==> config.mk <==
export PLATFORM = sky130hd
export DESIGN_NAME = mclk_frac_div
export DESIGN_NICKNAME = d
export VERILOG_FILES = /design/src/rtl/mclk_div_pkg.sv /design/src/rtl/mclk_ratio_regs.sv /design/src/rtl/mclk_phase_acc.sv /design/src/rtl/mclk_edge_gen.sv /design/src/rtl/mclk_frac_div.sv
export SDC_FILE = /design/constraint.sdc
export NUM_CORES = 1
export LEC_CHECK = 0
export BUFFER_PORTS_ARGS = -buffer_cell sky130_fd_sc_hd__buf_2
export CAP_MARGIN = 40
export CORE_MARGIN = 2
export CORE_UTILIZATION = 25
export CTS_CLUSTER_SIZE = 24
export DETAILED_ROUTE_END_ITERATION = 8
export GPL_TIMING_DRIVEN = 0
export PLACE_DENSITY = 0.38
export SLEW_MARGIN = 20
export SYNTH_ARGS = -nofsm -noshare
export SYNTH_HDL_FRONTEND = slang
export SYNTH_SLANG_ARGS = --single-unit
==> constraint.sdc <==
create_clock -name clk_src -period 4.38 [get_ports clk_src]
set_input_delay 0.219 -clock clk_src [delete_from_list [all_inputs] [get_ports clk_src]]
set_output_delay 0.219 -clock clk_src [all_outputs]
set_load 0.1 [all_outputs]
==> src/rtl/mclk_div_pkg.sv <==
package mclk_div_pkg;
  // Update tracker for the ratio register pair
  typedef enum logic {
    UPD_IDLE = 1'b0,
    UPD_WAIT = 1'b1
  } upd_state_e;
endpackage

==> src/rtl/mclk_ratio_regs.sv <==
module mclk_ratio_regs
  import mclk_div_pkg::*;
#(
  parameter int unsigned FRACT_W = 8,
  parameter int unsigned DIV_W   = 8,
  parameter logic [FRACT_W-1:0] RST_STEP = '0,
  parameter logic [DIV_W-1:0]   RST_MOD  = DIV_W'(1)
) (
  input  logic               clk,
  input  logic               rst_n,
  input  logic               en,
  input  logic               wr,
  input  logic [FRACT_W-1:0] wr_step,
  input  logic [DIV_W-1:0]   wr_mod,
  input  logic               wrap,
  output logic [FRACT_W-1:0] act_step,
  output logic [DIV_W-1:0]   act_mod,
  output logic               busy,
  output logic               load
);

  upd_state_e         state_q, state_d;
  logic [FRACT_W-1:0] pend_step_q, pend_step_d;
  logic [DIV_W-1:0]   pend_mod_q, pend_mod_d;
  logic [FRACT_W-1:0] act_step_d;
  logic [DIV_W-1:0]   act_mod_d;
  logic [DIV_W-1:0]   step_ext;
  logic               wr_ok;

  assign step_ext = DIV_W'(wr_step);
  assign wr_ok    = wr && (step_ext <= wr_mod);
  // pending ratio lands at a wrap, or at once when the output is idle
  assign load     = (state_q == UPD_WAIT) && (wrap || !en);

  always_comb begin
    state_d     = state_q;
    pend_step_d = pend_step_q;
    pend_mod_d  = pend_mod_q;
    act_step_d  = act_step_q_w();
    act_mod_d   = act_mod;
    if (load) begin
      act_step_d = pend_step_q;
      act_mod_d  = pend_mod_q;
      state_d    = UPD_IDLE;
    end
    if (wr_ok) begin
      pend_step_d = wr_step;
      pend_mod_d  = wr_mod;
      state_d     = UPD_WAIT;
    end
  end

  function automatic logic [FRACT_W-1:0] act_step_q_w();
    return act_step;
  endfunction

  always_ff @(posedge clk or negedge rst_n) begin
    if (!rst_n) begin
      state_q     <= UPD_IDLE;
      pend_step_q <= RST_STEP;
      pend_mod_q  <= RST_MOD;
      act_step    <= RST_STEP;
      act_mod     <= RST_MOD;
    end else begin
      state_q     <= state_d;
      pend_step_q <= pend_step_d;
      pend_mod_q  <= pend_mod_d;
      act_step    <= act_step_d;
      act_mod     <= act_mod_d;
    end
  end

  assign busy = (state_q == UPD_WAIT);

  assert_busy_falls_on_load_R5: assert property (@(posedge clk) disable iff (!rst_n)
    $fell(busy) |-> $past(wrap || !en));
  assert_reject_bad_ratio_R6: assert property (@(posedge clk) disable iff (!rst_n)
    (wr && (DIV_W'(wr_step) > wr_mod) && !busy) |=> !busy);
  assert_active_ratio_valid_R3: assert property (@(posedge clk) disable iff (!rst_n)
    DIV_W'(act_step) <= act_mod);
  assert_ratio_stable_when_idle_R6: assert property (@(posedge clk) disable iff (!rst_n)
    !$past(busy) |-> $stable(act_mod));

endmodule

==> src/rtl/mclk_phase_acc.sv <==
module mclk_phase_acc #(
  parameter int unsigned FRACT_W = 8,
  parameter int unsigned DIV_W   = 8
) (
  input  logic               clk,
  input  logic               rst_n,
  input  logic               en,
  input  logic               load,
  input  logic [FRACT_W-1:0] step,
  input  logic [DIV_W-1:0]   modv,
  output logic               wrap,
  output logic               tick
);

  localparam int unsigned ACC_W = DIV_W + 1;

  logic [DIV_W-1:0] acc_q, acc_d;
  logic [ACC_W-1:0] sum, limit, diff;
  logic             tick_d;

  assign sum   = ACC_W'(acc_q) + ACC_W'(step) + ACC_W'(1);
  assign limit = ACC_W'(modv) + ACC_W'(1);
  assign diff  = sum - limit;
  assign wrap  = en && (sum >= limit);

  always_comb begin
    acc_d  = acc_q;
    tick_d = 1'b0;
    if (!en) begin
      acc_d = '0;
    end else begin
      tick_d = wrap;
      if (load)      acc_d = '0;
      else if (wrap) acc_d = diff[DIV_W-1:0];
      else           acc_d = sum[DIV_W-1:0];
    end
  end

  always_ff @(posedge clk or negedge rst_n) begin
    if (!rst_n) begin
      acc_q <= '0;
      tick  <= 1'b0;
    end else begin
      acc_q <= acc_d;
      tick  <= tick_d;
    end
  end

  assert_acc_below_modulus_R1: assert property (@(posedge clk) disable iff (!rst_n)
    acc_q <= modv);
  assert_no_tick_while_off_R7: assert property (@(posedge clk) disable iff (!rst_n)
    !en |=> !tick);
  assert_acc_zero_while_off_R7: assert property (@(posedge clk) disable iff (!rst_n)
    !en |=> (acc_q == '0));

endmodule

==> src/rtl/mclk_edge_gen.sv <==
module mclk_edge_gen (
  input  logic clk,
  input  logic rst_n,
  input  logic en,
  input  logic wrap,
  output logic mclk
);

  logic mclk_d;

  always_comb begin
    if (!en)       mclk_d = 1'b0;
    else if (wrap) mclk_d = ~mclk;
    else           mclk_d = mclk;
  end

  always_ff @(posedge clk or negedge rst_n) begin
    if (!rst_n) mclk <= 1'b0;
    else        mclk <= mclk_d;
  end

  assert_toggle_only_on_wrap_R4: assert property (@(posedge clk) disable iff (!rst_n)
    (mclk != $past(mclk)) |-> ($past(wrap) || !$past(en)));
  assert_low_while_off_R4: assert property (@(posedge clk) disable iff (!rst_n)
    !en |=> !mclk);

endmodule

==> src/rtl/mclk_frac_div.sv <==
module mclk_frac_div #(
  parameter int unsigned FRACT_W = 8,
  parameter int unsigned DIV_W   = 8
) (
  input  logic               clk_src,
  input  logic               rst_n,
  input  logic               out_en,
  input  logic               cfg_wr,
  input  logic [FRACT_W-1:0] cfg_step,
  input  logic [DIV_W-1:0]   cfg_mod,
  output logic               upd_busy,
  output logic               mclk_tick,
  output logic               mclk_out
);

  logic [FRACT_W-1:0] act_step;
  logic [DIV_W-1:0]   act_mod;
  logic               load;
  logic               wrap;

  mclk_ratio_regs #(
    .FRACT_W (FRACT_W),
    .DIV_W   (DIV_W),
    .RST_STEP('0),
    .RST_MOD (DIV_W'(1))
  ) u_regs (
    .clk     (clk_src),
    .rst_n   (rst_n),
    .en      (out_en),
    .wr      (cfg_wr),
    .wr_step (cfg_step),
    .wr_mod  (cfg_mod),
    .wrap    (wrap),
    .act_step(act_step),
    .act_mod (act_mod),
    .busy    (upd_busy),
    .load    (load)
  );

  mclk_phase_acc #(
    .FRACT_W(FRACT_W),
    .DIV_W  (DIV_W)
  ) u_acc (
    .clk  (clk_src),
    .rst_n(rst_n),
    .en   (out_en),
    .load (load),
    .step (act_step),
    .modv (act_mod),
    .wrap (wrap),
    .tick (mclk_tick)
  );

  mclk_edge_gen u_edge (
    .clk  (clk_src),
    .rst_n(rst_n),
    .en   (out_en),
    .wrap (wrap),
    .mclk (mclk_out)
  );

  assert_tick_pairs_with_edge_R4: assert property (@(posedge clk_src) disable iff (!rst_n)
    (out_en && $past(out_en) && mclk_tick) |-> (mclk_out != $past(mclk_out)));

endmodule

# Word level (Yosys, flattened, before mapping)
# Cells that the tools add are included.
word_totals:
  reg_bits: 43
  input_bits: 20
  output_inout_bits: 3
  elab_cells: 30
classes:
  n_addsub: 4
  order_cmp: 2
  n_eq_ne: 1
  mux: 8
  bitwise: 1
  n_reduce_logical: 6
op_table:
  columns: ["cell", "count"]
  rows:
  - ["two-way mux 8 bit", 3]
  - ["adder 8 x 1 -> 9 bit (second input constant)", 1]
  - ["adder 8 x 8 -> 9 bit", 1]
  - ["adder 9 x 1 -> 9 bit (second input constant)", 1]
  - ["greater-or-equal comparator 9 bit", 1]
  - ["<= comparator 8 bit", 1]
  - ["subtractor 8 bit", 1]
  - ["two-way mux 1 bit", 5]
  - ["logical AND 1 bit", 3]
  - ["inequality test 2 x 1 -> 1 bit (second input constant)", 1]
  - ["nonzero test 2 bit", 1]
  - ["logical NOT 1 bit", 1]
  - ["logical OR 1 bit", 1]
  - ["inverter 1 bit", 1]

# Logic depth before layout (Yosys ltp)
# Gate-level depths: netlist of the first run.
depth:
  ltp_word: 8
  depth_mapped: 14
  mapped_depth_nobuf: 13

# Cells and area by module
# Synthesis of the first run repeated with hierarchy kept, for this count alone.
hier_totals:
  cells_unflattened: 295
  area_unflattened_um2: 2886.5
by_module_without_submodules:
  columns: ["mod", "instances", "cells_each", "area_each_um2", "seq_area_each_um2"]
  rows:
  - ["mclk_ratio_regs", 1, 134, 1492.7, 828.3]
  - ["mclk_phase_acc", 1, 158, 1353.8, 225.2]
  - ["mclk_edge_gen", 1, 3, 40.0, 25.0]

# Worst setup path before layout of the first run
# Ideal clock, no wire load.
synth_timing:
  path_type: "register -> register"
  from: "register u_regs.act_step[0]"
  to: "register u_regs.act_mod[1]"
  setup_ps: 127
  arrival_ps: 3080
  required_time_ps: 4253
  slack_ps: 1173
  path_stages_with_launch: 15
  path_buffers: 1
  period_less_slack_ps: 3207
  path_cell_list: "dfrtp_1 > inv_1 > ha_1 > fa_1 > nor2b_4 > o31a_1 > o31a_1 > o21ai_0 > nand2b_1 > ha_1 > a21oi_1 > o21ai_0 > o31ai_4 > buf_6 > mux2_1"
synth_via:
  elab_chain_cells: 6
synth_lines:
  columns: ["element", "line_no", "text"]
  rows:
  - ["start: declaration", "mclk_ratio_regs.sv:16", "output logic [FRACT_W-1:0] act_step,"]
  - ["start signal: assignment", "mclk_ratio_regs.sv:68", "act_step <= act_step_d;"]
  - ["adder 8 x 8 -> 9 bit", "mclk_phase_acc.sv:21", "assign sum = ACC_W'(acc_q) + ACC_W'(step) + ACC_W'(1);"]
  - ["adder 9 x 1 -> 9 bit", "mclk_phase_acc.sv:21", null]
  - ["greater-or-equal comparator 9 bit", "mclk_phase_acc.sv:24", "assign wrap = en && (sum >= limit);"]
  - ["logical AND 1 bit", "mclk_phase_acc.sv:24", null]
  - ["logical OR 1 bit", "mclk_ratio_regs.sv:33", "assign load = (state_q == UPD_WAIT) && (wrap || !en);"]
  - ["logical AND 1 bit", "mclk_ratio_regs.sv:33", null]
  - ["end signal: assignment", "mclk_ratio_regs.sv:69", "act_mod <= act_mod_d;"]
  - ["end: declaration", "mclk_ratio_regs.sv:17", "output logic [DIV_W-1:0] act_mod,"]
# Every way passes these cells.
# A chain may end at the register's enable or synchronous reset.

# Worst setup path after layout of the first run
layout_timing:
  from: "register u_regs.act_step[0]"
  to: "register u_regs.act_step[6]"
layout_via:
  elab_chain_cells: 6
layout_lines:
  columns: ["element", "line_no"]
  rows:
  - ["adder 8 x 8 -> 9 bit", "mclk_phase_acc.sv:21"]
  - ["adder 9 x 1 -> 9 bit", "mclk_phase_acc.sv:21"]
  - ["greater-or-equal comparator 9 bit", "mclk_phase_acc.sv:24"]
  - ["logical AND 1 bit", "mclk_phase_acc.sv:24"]
  - ["logical OR 1 bit", "mclk_ratio_regs.sv:33"]
  - ["logical AND 1 bit", "mclk_ratio_regs.sv:33"]
# Every way passes these cells.

==> results of run 1 <==
cell usage after synthesis (2+ instances only):
| cell type | number | area [sq um] |
|---|---|---|
| nand3_1 | 8 | 40.0 |
| nor2_1 | 12 | 45.0 |
| nor4b_1 | 2 | 17.5 |
| nand2b_1 | 2 | 12.5 |
| a21boi_0 | 2 | 15.0 |
| o21a_1 | 8 | 60.1 |
| a21oi_1 | 16 | 80.1 |
| inv_1 | 19 | 71.3 |
| nor2b_1 | 2 | 12.5 |
| nand2_1 | 9 | 33.8 |
| nand4_1 | 6 | 37.5 |
| dfrtp_1 | 41 | 1030 |
| mux2_1 | 10 | 113 |
| clkbuf_1 | 4 | 15.0 |
| ha_1 | 26 | 325 |
| or3_1 | 3 | 18.8 |
| xnor2_1 | 7 | 61.3 |
| nor3_1 | 5 | 25.0 |
| xor2_1 | 5 | 43.8 |
| dfstp_2 | 2 | 52.6 |
| fa_1 | 2 | 40.0 |
| mux2_2 | 22 | 248 |
| o31a_1 | 2 | 17.5 |
| o21ai_0 | 12 | 60.1 |
| a211oi_1 | 3 | 22.5 |
| a21o_1 | 2 | 15.0 |
| nor4_1 | 2 | 12.5 |
per-stage QoR:
step           hold slack, ns  setup slack (ns)  area (sq um)  cells  utilization, %
2_1_floorplan         -0.0766              1.17          2780    261               -
3_3_place_gp            0.454             0.641          3070    423            28.3
3_5_place_dp            0.175             0.677          3090    425            28.5
4_1_cts                 0.150             0.631          3210    434            29.6
5_1_grt                 0.152             0.454          3210    434            29.6
6_report                0.159             0.674          3210    434            29.6
logic make-up (layout without fill, tap and decap cells):
family	Yosys count	count (layout)
adders and majority gates	28	28
xor gates and xnor gates	12	12
muxes	32	32
and+or+nand+nor	59	59
AOI/OAI and AO/OA	59	59
DFF	43	43
buffers and inverters	28	61
worst max-delay path, cell delays in order (launching register included):
cell and delay, ns:
dfrtp_1 0.35, inv_1 0.06, ha_1 0.22, fa_1 0.44, nor2b_4 0.14, o31a_1 0.20, o31a_1 0.18, nor2_1 0.06
ha_1 0.41, a21oi_1 0.25, o21ai_0 0.21, o31ai_4 0.52, buf_6 0.23, mux2_1 0.33
placed cells by master, fill, tap and decap left out, types with 3 or more instances in the layout:
cell,netlist,routed
nand3_1,8,8
dfrtp_1,41,41
clkbuf_1,4,5
mux2_1,10,10
o21a_1,8,8
o21ai_0,12,12
xor2_1,5,5
nor2_1,12,12
buf_2,1,23
nand4_1,6,6
ha_1,26,26
or3_1,3,3
clkbuf_8,0,5
a21oi_1,16,16
xnor2_1,7,7
mux2_2,22,22
a211oi_1,3,3
inv_1,19,19
nand2_1,9,9
nor3_1,5,5
layer usage:
layer | track usage [%] | routed length (microns)
met1 | 16.5 | 3280
met2 | 17.6 | 2790
met3 | 2.31 | 205
met5 | 0 | 0
met4 | 2.17 | 29
layout make-up:
cell class	count	share of cell area [%]
plain buffers	8	1.32
multi-input cells	190	49.3
clock buffers	6	2.26
repair buffers	25	4.60
clock inverters	2	1.17
inverters	20	2.34
flip-flops and latches	43	33.6
well taps	140	5.45
state kept, by name, summed over array words and instances (netlist names):
signal and count:
u_regs.pend_mod_q 8, u_regs.busy 1, u_acc.tick 1, u_edge.mclk 1, u_regs.act_step 8, u_regs.act_mod 8, u_acc.acc_q 8, u_regs.pend_step_q 8
worst max path at each step:
stage	endpoint	slack, ns
after detailed placement	u_regs.act_step[6]	0.68
after global placement	u_regs.act_mod[3]	0.64
final	u_regs.act_step[6]	0.67
after floorplan	u_regs.act_mod[1]	1.17
after CTS	u_regs.act_step[6]	0.63
after global routing	u_regs.act_step[6]	0.45
==> impl_results.md, run 1 <==
- Tightest Pin Transition: slightly above 0.5 ns
- Iteration-0 DRC Markers: 68
- Outcome: finished clean
- CP endpoint kind: flop
- Syn nets: 309
- Synth Area in Simple Gates: roughly an eighth
- Vias/cell: 4.66
- Final setup vio count: 0
- Mux contribution to synthesized area: 13.0%
- Largest net degree at the start of global routing: 29
- Number of synthesized flops with an enable pin: 0
- Synthesis Warnings: 0
- Post-route ant nets: 0
- Clock sinks: 43
- Vias in the first global route: ~2000
- Final period util: approximately 85%
- Starting Density: 25.6%
- Post-DP HPWL: approximately 5 mm
- Core Rows: 38
- Final nets: between 300 and 400
- Achievable Freq: 0.270 GHz
- Core box area: 10800 sq um
- WP data required: between 4 and 5 ns
- Routed WL: between 6 and 7 mm
- Grt total ovfl: 0
- Worst-skew pair later-pin latency: ~0.30 ns
- #FFs+latches synth: 43
- DIE HEIGHT: 109 microns
- CTS Buf Count: 5
- Storage cell area: roughly 1100 sq um
- Drt first pass iters: 4
- Post-CTS Setup Inserts: 0
- Slew headroom: between 60% and 70%
- Fraction of the mapped netlist area in adder cells: 13.1%
- Vias post-DR: between 2000 and 2500
- CP Class: flop to flop
- Register area share after synthesis: between 30% and 40%
- Reg2Reg Depth: 13
- FF-to-FF Start: u_regs.act_step[0]
- Area Overhead vs Synth: 15.6%
- Htree depth: 2
- Mapped Area: roughly 2800 sq um
- Reg clk slew, reported paths: around 0.09 ns
- Startpoint types: flop
- Cts hold-fix bufs: 1
- CP Max Fanout: 10
- Final Skew: roughly 0.0023 ns
- Final worst path period need: around 3.7 ns
- Routability cong.: ~0.77
- Dominant synthesized flop cell: dfrtp_1
- FF-to-FF End: u_regs.act_step[6]
- Area of the multi-input gates: roughly 1600 sq um
- Die area: 12000 sq um
- Total Routing Usage GR: a little under an eighth
- Drt drc: 0
- Main combinational cell family by area after synthesis: compound AO/OA/AOI/OAI gates
- Final hold viol count: 0
- Post-synthesis compound-gate area fraction: 15.4%
- R2R setup slack: between 0.6 and 0.7 ns
- Post-CTS sizing: 0
- First-pass GRT wire length: roughly 11 mm
- Critical Path AT: between 3 and 4 ns
- CTS tree: built
- Post-Synth XOR/XNOR Area: 3.78%
- RSZ-0062 raised after global routing: false
- Num ports: 23
- Setup TNS: 0 ns
- Worst Min Path Start: cfg_mod[4]
- Layout cell share with drive strength beyond 1: 22.4%
- Ant. Diodes: 0
- CP startpoint: u_regs.act_step[0]
- Initial antenna violation count: 0
- WL/cell: 14.5 microns
- Unique masters post-synth: 54
- Hold worst-path end: u_regs.pend_mod_q[4]
- PortBufs: 22
- Hold crit path type: input port to flop
- Max Cap Viol: 0
- Clock root cell: clkbuf_8
- Die W: 109 microns
- Mapped Cells: approximately 260
- Share of flip-flops with an asynchronous set or reset: between 90% and 100%
- Layout fillers: 1169
- Syn Area/Cell: ~11 sq um
- Clock Path Buffers: 2
- Hold Path Depth: 2
- Max-slew violations: 0
Power of run 1 is left out: the tool's default activity adds up to more than one toggle a clock period on the data nets, which glitch-free logic cannot reach.
==> run 2, diff against run 1 <==
PLACE_DENSITY = 0.39   (was 0.38)
clock period = 3.2 ns   (was 4.38 ns; I/O delays follow)
==> run 2 against run 1 <==
Net effect:
- critical path depth rose by 1
- wire length grew 4.8%
- non-clock buffer count increased by 7
==> impl_results.md, run 2 (synthesized netlist as in run 1, its figures left out) <==
- Outcome: finished clean
- WP data required: roughly 3.4 ns
- Vias/cell: between 4 and 5
- CP top delay family: compound AO/OA/AOI/OAI gates
- CTS tree: built
- FF-to-FF End: u_regs.act_mod[5]
- DIE HEIGHT: ~110 microns
- CTS Buf Count: 5
- Ant. Diodes: 0
- Core Rows: 38
- Core box area: between 10000 and 15000 sq um
- Final worst slack: a little under 0.02 ns
- Final hold viol count: 0
- WL/cell: 15.0 microns
- PortBufs: 22
- Critical Path AT: about 3.4 ns
- Hold crit path type: input port to flop
- Routability cong.: roughly 0.76
- Clock root cell: clkbuf_8
- CP bufs+invs: 2
- Smallest hold slack: 0.107 ns
- Post-Place Cell Area: approximately 3100 sq um
- Final period util: 99.4%
- Final Non-Filler Cells: around 440
- Levels on crit path: 14
- Max Cap Viol: 0
- Final setup vio count: 0
- Reg2Reg Depth: 14
- Htree depth: 2
- Vias in the first global route: between 2000 and 2500
- Most frequent cells in the layout: dfrtp_1, buf_2, ha_1
- Initial antenna violation count: 0
- Slew headroom: between 40% and 50%
- CP startpoint: u_regs.act_step[0]
- Hold Path Depth: 2
- CP max stage delay: 0.41 ns
- Startpoint types: flop
- Reg clk slew, reported paths: 0.09 ns
- Final nets: 348
- CP endpoint kind: flop
- Drt drc: 0
- Die W: around 110 microns
- R2R setup slack: just under 0.02 ns
- Final worst path period need: between 3 and 4 ns
- Post-DP HPWL: approximately 5 mm
- Num ports: 23
- Area Overhead vs Synth: 25.4%
- Vias post-DR: 2079
- Grt total ovfl: 0
- Post-route cell area: 3490 sq um
- Total Routing Usage GR: a little under an eighth
- Max-slew violations: 0
- Final Skew: around 0.0084 ns
- Largest net degree at the start of global routing: 24
- Worst Setup EP: u_regs.act_mod[5]
- Routed WL: between 6 and 7 mm
- Tightest Pin Transition: about 0.78 ns
- Layout cell share with drive strength beyond 1: between 30% and 40%
- Commonest non-fill, non-tap cell in the layout: dfrtp_1
- Starting Density: 25.6%
- CP Class: flop to flop
- Cell total after placement: about 420
- Clock Path Buffers: 2
- Drt first pass iters: 4
- FF-to-FF Start: u_regs.act_step[0]
- Achievable Freq: 0.314 GHz
- RSZ-0062 raised after global routing: true
- Crit-path slowest cell: dfrtp_1
- First-pass GRT wire length: approximately 11 mm
- Iteration-0 DRC Markers: 40
- CP Max Fanout: 5
- Die area: approximately 12000 sq um
- Post-route ant nets: 0
- Worst-skew pair later-pin latency: 0.30 ns
- Clock sinks: between 40 and 50
- Sequence of cells on the critical path: inv_2, ha_4, fa_2, nor2b_4, o31a_1, o31a_1, o21ai_1, nand2b_1, ha_4, nand4_1, a41oi_2, o31ai_4, buf_6, mux2_4
- Dpl ws: -0.466 ns
## run 2: layer usage
layer  track usage, %  routed length (microns)  part of all wire, %
met1             16.8                     3340                   51
met2             18.7                     2960                   45
met3             2.02                      203                  3.1
met4             3.44                      100                  1.5
met5                0                        0                    0
## run 2: cell type report
class,instances,area (sq um)
clock inverter,2,16.3
inverter,20,75.1
buffer,7,51.3
fill,1154,7350
multi-input combinational,190,1780
timing repair buffer,33,228
clock buffer,6,82.6
sequential,43,1080
tap,140,175
## run 2: repair_timing
item,in CTS,in global routing
setup endpoints to repair,26,26
hold buffers,1,0
setup buffers,5,3
pin swaps,5,6
gates resized for setup,40,15
gates cloned,1,0
hold endpoints to repair,20,0
## run 2: metrics by stage
stage | utilization (%) | TNS, ns
after floorplan | - | 0
after global placement | 28.3 | -9.78
after detailed placement | 28.5 | -8.52
after CTS | 31.2 | -0.391
after global routing | 32.2 | -2.02
final | 32.2 | 0
## run 2: worst min path at each step
stage / endpoint / slack, ns / start
2_1_floorplan: u_acc.acc_q[0] / -0.14 / rst_n
3_3_place_gp: u_regs.pend_step_q[7] / 0.39 / rst_n
3_5_place_dp: u_regs.pend_step_q[7] / 0.17 / rst_n
4_1_cts: u_regs.pend_mod_q[4] / 0.1 / cfg_mod[4]
5_1_grt: u_regs.pend_mod_q[4] / 0.1 / cfg_mod[4]
6_report: u_regs.pend_mod_q[4] / 0.11 / cfg_mod[4]
Power of run 2 is left out for the same reason.
